File: config.mk
export PLATFORM = sky130hd
export DESIGN_NAME = showahead_fifo
export DESIGN_NICKNAME = d
export VERILOG_FILES = /design/src/rtl/sfifo_pkg.sv /design/src/rtl/sfifo_gate.sv /design/src/rtl/sfifo_ctrl.sv /design/src/rtl/sfifo_store.sv /design/src/rtl/showahead_fifo.sv
export SDC_FILE = /design/constraint.sdc
export NUM_CORES = 2
export LEC_CHECK = 0
export BUFFER_PORTS_ARGS = -buffer_cell sky130_fd_sc_hd__buf_2
export CAP_MARGIN = 20
export CORE_AREA = 5 5 396 691
export DETAILED_ROUTE_END_ITERATION = 8
export DIE_AREA = 0 0 401 696
export GPL_TIMING_DRIVEN = 1
export HOLD_SLACK_MARGIN = 0.03
export SYNTH_ARGS = -nofsm -noshare
export SYNTH_HDL_FRONTEND = slang
export SYNTH_SLANG_ARGS = --single-unit
File: constraint.sdc
create_clock -name clk -period 10.39 [get_ports clk]
set_input_delay 2.078 -clock clk [delete_from_list [all_inputs] [get_ports clk]]
set_output_delay 2.078 -clock clk [all_outputs]
set_load 0.05 [all_outputs]
File: src/rtl/sfifo_pkg.sv
package sfifo_pkg;

    // Operation applied at one clock edge after qualification.
    typedef enum logic [1:0] {
        OP_HOLD = 2'b00,
        OP_PUSH = 2'b01,
        OP_POP  = 2'b10,
        OP_SWAP = 2'b11
    } fifo_op_e;

    // Pointer width for a given depth.
    function automatic int unsigned idx_bits(input int unsigned depth);
        return (depth < 2) ? 1 : $clog2(depth);
    endfunction

    function automatic logic op_pushes(input fifo_op_e op);
        return (op == OP_PUSH) || (op == OP_SWAP);
    endfunction

    function automatic logic op_pops(input fifo_op_e op);
        return (op == OP_POP) || (op == OP_SWAP);
    endfunction

endpackage

File: src/rtl/sfifo_gate.sv
module sfifo_gate
    import sfifo_pkg::*;
(
    input  logic     clk,
    input  logic     rst,
    input  logic     wr_req,
    input  logic     rd_req,
    input  logic     is_full,
    input  logic     is_empty,
    output fifo_op_e op
);

    logic push_ok;
    logic pop_ok;

    // Writes are refused when full; acknowledges are refused when empty.
    assign push_ok = wr_req && !is_full;
    assign pop_ok  = rd_req && !is_empty;

    always_comb begin
        unique case ({pop_ok, push_ok})
            2'b01:   op = OP_PUSH;
            2'b10:   op = OP_POP;
            2'b11:   op = OP_SWAP;
            default: op = OP_HOLD;
        endcase
    end

    // nothing is removed from an empty buffer
    p_no_pop_empty_r7: assert property (@(posedge clk) disable iff (rst)
        is_empty |-> !op_pops(op));

    // nothing is stored into a full buffer
    p_no_push_full_r6: assert property (@(posedge clk) disable iff (rst)
        is_full |-> !op_pushes(op));

endmodule

File: src/rtl/sfifo_ctrl.sv
module sfifo_ctrl
    import sfifo_pkg::*;
#(
    parameter int unsigned DEPTH = 128,
    localparam int unsigned AW   = idx_bits(DEPTH),
    localparam int unsigned CW   = AW + 1
) (
    input  logic          clk,
    input  logic          rst,
    input  fifo_op_e      op,
    output logic [AW-1:0] wr_idx,
    output logic [AW-1:0] rd_idx,
    output logic [CW-1:0] count,
    output logic          is_empty,
    output logic          is_full
);

    logic [CW-1:0] count_nx;

    always_comb begin
        unique case (op)
            OP_PUSH: count_nx = count + CW'(1);
            OP_POP:  count_nx = count - CW'(1);
            default: count_nx = count;
        endcase
    end

    // Pointers wrap by overflow; depth is a power of two.
    always_ff @(posedge clk) begin
        if (rst) begin
            wr_idx   <= '0;
            rd_idx   <= '0;
            count    <= '0;
            is_empty <= 1'b1;
            is_full  <= 1'b0;
        end else begin
            if (op_pushes(op)) wr_idx <= wr_idx + AW'(1);
            if (op_pops(op))   rd_idx <= rd_idx + AW'(1);
            count    <= count_nx;
            is_empty <= (count_nx == '0);
            is_full  <= (count_nx == CW'(DEPTH));
        end
    end

    initial begin
        assert ((DEPTH & (DEPTH - 1)) == 0 && DEPTH >= 2)
            else $error("sfifo_ctrl: DEPTH must be a power of two, at least 2");
    end

    // full flag matches count at depth
    p_full_at_depth_r9: assert property (@(posedge clk) disable iff (rst)
        is_full == (count == CW'(DEPTH)));

    // empty flag matches zero count
    p_empty_at_zero_r4: assert property (@(posedge clk) disable iff (rst)
        is_empty == (count == '0));

    // pointer distance tracks the stored word count
    p_ptr_gap_r5: assert property (@(posedge clk) disable iff (rst)
        (wr_idx - rd_idx) == count[AW-1:0]);

    // count never exceeds depth
    p_no_overflow_r9: assert property (@(posedge clk) disable iff (rst)
        count <= CW'(DEPTH));

endmodule

File: src/rtl/sfifo_store.sv
module sfifo_store
    import sfifo_pkg::*;
#(
    parameter int unsigned DATA_W = 16,
    parameter int unsigned DEPTH  = 128,
    localparam int unsigned AW    = idx_bits(DEPTH)
) (
    input  logic              clk,
    input  logic              we,
    input  logic [AW-1:0]     waddr,
    input  logic [DATA_W-1:0] wdata,
    input  logic [AW-1:0]     raddr,
    output logic [DATA_W-1:0] rdata
);

    logic [DATA_W-1:0] cells [DEPTH];

    always_ff @(posedge clk) begin
        if (we) cells[waddr] <= wdata;
    end

    // Show-ahead: the head cell is driven combinationally.
    assign rdata = cells[raddr];

endmodule

File: src/rtl/showahead_fifo.sv
module showahead_fifo
    import sfifo_pkg::*;
#(
    parameter int unsigned DATA_W = 16,
    parameter int unsigned DEPTH  = 128,
    localparam int unsigned AW    = idx_bits(DEPTH),
    localparam int unsigned CW    = AW + 1
) (
    input  logic              clk,
    input  logic              rst,
    input  logic              wr_en,
    input  logic [DATA_W-1:0] wr_data,
    input  logic              rd_ack,
    output logic [DATA_W-1:0] rd_data,
    output logic              empty,
    output logic              full,
    output logic [CW-1:0]     fill_count
);

    fifo_op_e      op;
    logic [AW-1:0] wr_idx;
    logic [AW-1:0] rd_idx;

    sfifo_gate u_gate (
        .clk      (clk),
        .rst      (rst),
        .wr_req   (wr_en),
        .rd_req   (rd_ack),
        .is_full  (full),
        .is_empty (empty),
        .op       (op)
    );

    sfifo_ctrl #(.DEPTH(DEPTH)) u_ctrl (
        .clk      (clk),
        .rst      (rst),
        .op       (op),
        .wr_idx   (wr_idx),
        .rd_idx   (rd_idx),
        .count    (fill_count),
        .is_empty (empty),
        .is_full  (full)
    );

    sfifo_store #(.DATA_W(DATA_W), .DEPTH(DEPTH)) u_store (
        .clk   (clk),
        .we    (op_pushes(op)),
        .waddr (wr_idx),
        .wdata (wr_data),
        .raddr (rd_idx),
        .rdata (rd_data)
    );

    // reset empties the buffer
    p_reset_clears_r1: assert property (@(posedge clk)
        rst |=> (empty && !full && fill_count == '0));

    // first word written into an empty buffer is shown at once
    p_show_first_r2: assert property (@(posedge clk) disable iff (rst)
        (empty && wr_en) |=> (!empty && rd_data == $past(wr_data)));

    // write into a full buffer without acknowledge changes nothing
    p_drop_full_write_r6: assert property (@(posedge clk) disable iff (rst)
        (full && wr_en && !rd_ack) |=> ($stable(fill_count) && $stable(rd_data)));

    // acknowledge on an empty buffer without write keeps it empty
    p_ignore_empty_ack_r7: assert property (@(posedge clk) disable iff (rst)
        (empty && rd_ack && !wr_en) |=> (empty && fill_count == '0));

    // balanced write and acknowledge keep the count
    p_swap_count_r8: assert property (@(posedge clk) disable iff (rst)
        (wr_en && rd_ack && !empty && !full) |=> $stable(fill_count));

    // write and acknowledge while full leaves one free slot
    p_full_swap_r9: assert property (@(posedge clk) disable iff (rst)
        (full && wr_en && rd_ack) |=> (!full && fill_count == CW'(DEPTH - 1)));

endmodule

==> metrics.md <==
| Metric | Value |
|---|---|
| Status | finished, final reports clean |
| Most frequent cell after synthesis | edfxtp_1 |
| Die area | 279100 µm² |
| First-pass GRT wire length | 292.0 mm |
| Synth Cell Area | 79770 µm² |
| Hold Path End | u_ctrl.rd_idx[6] |
| Post-CTS sizing | 0 |
| Power per cell area | just under 200 nW/µm² |
| Final setup skew | between 0.04 and 0.05 ns |
| Vias | 35.52k |
| Net Count, Synth | around 3.3k |
| Worst slew pin tran | about 1.1 ns |
| Final wirelength | 207.0 mm |
| R2R setup slack | 6.29 ns |
| # DRC | 0 |
| Period Utilization, post-route | roughly two thirds |
| Final net count | ~3.5k |
| WL per Instance | a little under 30 µm |
| Post-DRT Antenna Nets | 0 |
| Port buffer count | 45 |
| Seq/Total Area, Yosys | a little under 80% |
| #FFs+latches synth | a little over 2k |
| Worst Path Required | 8.31 ns |
| Worst hold slack | ~0.54 ns |
| GR Util All Layers | 14.58% |
| CTS Hold Bufs | 0 |
| Library cells used by synthesis | between 40 and 50 |
| Area fraction of the dominant cell type after synthesis | 77.10% |
| Area growth syn-to-layout | 13.96% |
| Core Util, Final | between 30% and 40% |
| Die Wd | 401 µm |
| RSZ-0062 raised after global routing | false |
| R2R Path End | u_ctrl.is_empty |
| VDD IR-drop max | 0.1937 mV |
| CP Launch Type | flip-flop |
| TritonCTS Sinks | 2079 |
| Gpl congestion | approximately 0.80 |
| Chip Height | between 600 and 700 µm |
| Initial Utilization | 29.80% |
| Clock tree buffer depth | 4 |
| Main flop type after synthesis | edfxtp_1 |
| Path depth of the worst reg2reg path | 11 |
| Root Buffer | clkbuf_16 |
| Crit end category | output port |
| Syn_area_per_cell | 24.54 µm² |
| Max-slew violation count | 0 |
| Worst Hold Depth | 2 |
| Final setup vio count | 0 |
| DRT iter0 DRCs | 3483 |
| Initial antenna violation count | 14 |
| Critical Setup Path Class | flip-flop to output port |
| IO Count | 46 |
| Remaining global-route overflow | 0 |
| Synth area leaders | edfxtp_1, mux4_2, dfxtp_1 |
| Cells after synthesis | 3250 |
| Final setup TNS | 0 ns |
| Post-CTS setup buffer count | 0 |
| Via density | 4.958 |
| Detail Placement HPWL | 124.2 mm |
| Yosys warning count | 0 |
| Hold_sp | u_ctrl.rd_idx[6] |
| Commonest cells in the netlist | edfxtp_1, mux4_2, nor2_1 |
| Highest clock rate | between 100 and 150 MHz |
| Crit path DAT | 4.99 ns |
| LEAKAGE | 26.60 nW |
| CTS buffer count | 171 |
| Largest net degree at the start of global routing | 130 |
| CTS H-tree depth | 4 |
| Slew margin rel. | 28.23% |
| Launch point of the worst reg-to-reg path | u_ctrl.is_full |
| Tmin final | approximately 7.1 ns |
| Share of post-route cells with drive strength above 1 | between 30% and 40% |
| CTS tree | yes |
| Max Cap Viol | 0 |
| Later-pin clock latency in the skew report | 0.81 ns |
| Worst Path Max Fanout | between 80 and 90 |
| Core box area | 267700 µm² |
| First-pass detailed-route iteration total | 6 |
| Worst hold path type | flip-flop to flip-flop |
| # rows | 252 |
| Number of synthesized flops with an enable pin | 2048 |
| Final Hold Fails | 0 |
| CTS clock-pin slew for the worst setup and hold paths | around 0.070 ns |
| Vias in the first global route | 37.74k |
| Synth async-reset ratio | 0% |
| Post-synth top area cell | edfxtp_1 |
[registers in the layout (all words and copies together), names as in the netlist, named ones only]
name	cells
u_ctrl.wr_idx	7
u_store.cells	2048
u_ctrl.is_empty	1
u_ctrl.rd_idx	7
u_ctrl.count	8
u_ctrl.is_full	1
[logic make-up (layout without fill, tap and decap cells)]
family	after synthesis	after routing	synth area share (%)
multiplexers	693	693	19.26
other	0	19	0
AND/OR/NAND/NOR	242	242	1.354
buffers and inverters	184	524	0.9537
AO/OA/AOI/OAI	27	27	0.2510
flip-flops	2079	2079	77.88
XOR/XNOR	19	19	0.2086
adder cells (fa/ha/maj)	6	6	0.09411
[final cells by class]
class                      count  area (µm²)
multi-input combinational    987       16930
clock buffer                 194        4502
fill                       24550      176800
clock inverter               110        1129
antenna                       19       47.55
timing repair buffer         214        1695
inverter                       6       22.52
tap                         3556        4449
sequential                  2079       62140
[where the power goes]
group | switching [mW] | leakage (nW) | internal (mW)
logic | 1.00 | 5.19 | 0.800
clock network | 3.00 | 2.74 | 3.64
registers | 0.0477 | 18.7 | 9.23
total | 4.04 | 26.6 | 13.7
[worst max path at each step]
stage                   start  cells after the start  slack [ns]              end
detailed placement  flip-flop                      7        4.04       rd_data[2]
finish              flip-flop                      7        3.32       rd_data[2]
global route        flip-flop                      7        3.08       rd_data[2]
global placement    flip-flop                      7        4.04       rd_data[2]
floorplan               wr_en                     14        5.43  u_ctrl.is_empty
CTS                 flip-flop                      7        3.16       rd_data[2]
[critical path, stage by stage, from the launching register on]
cell and delay (ns):
dfxtp_4 0.70, buf_12 0.59, buf_4 0.45, mux4_2 0.54, mux4_2 0.58, mux4_2 0.55
mux2_2 0.33, buf_2 0.23
[metal layers]
metal  routed length, µm  vias to the layer above  global-route usage [%]
met4               13600                        6                   8.252
li1                    -                    14410                       -
met5                  35                        -                       0
met1               68880                    19530                   15.47
met3                9074                      344                   1.581
met2              115400                     1231                   27.91
[stage by stage]
| stage | area (µm²) | setup slack [ns] | power [mW] | cells |
|---|---|---|---|---|
| after global placement | 85180 | 4.036 | 11.30 | 6839 |
| after floorplan | 79770 | 5.434 | 10.66 | 3250 |
| after global routing | 90890 | 3.077 | 18.27 | 7159 |
| after detailed placement | 85230 | 4.043 | 11.32 | 6842 |
| final | 90910 | 3.318 | 17.71 | 7165 |
| after CTS | 90860 | 3.156 | 17.91 | 7146 |
[cells in the final DEF, fill, tap and decap left out, drive strengths merged, types with 2 or more instances in the layout]
| cell | netlist | layout |
|---|---|---|
| edfxtp | 2048 | 2048 |
| mux4 | 672 | 672 |
| buf | 71 | 214 |
| clkbuf | 107 | 194 |
| nor2 | 155 | 155 |
| clkinv | 0 | 65 |
| dfxtp | 31 | 31 |
| nand2 | 25 | 25 |
| bufinv | 0 | 20 |
| diode | 0 | 19 |
| mux2 | 17 | 17 |
| clkinvlp | 0 | 16 |
| inv | 6 | 15 |
| nand3 | 13 | 13 |
| xor2 | 12 | 12 |
| nor2b | 9 | 9 |
| or2 | 8 | 8 |
| xnor2 | 7 | 7 |
| a21o | 6 | 6 |
| ha | 6 | 6 |
| o211ai | 5 | 5 |
| nand4 | 4 | 4 |
| and3 | 4 | 4 |
| mux2i | 4 | 4 |
| nand3b | 3 | 3 |
| and4 | 3 | 3 |
| a21oi | 3 | 3 |
| nand4b | 3 | 3 |
| nor3 | 3 | 3 |
| or3b | 2 | 2 |
| or3 | 2 | 2 |
| nand4bb | 2 | 2 |
| a32oi | 2 | 2 |
| nor3b | 2 | 2 |
| nand2b | 2 | 2 |
(Power assumes the default switching activity.)
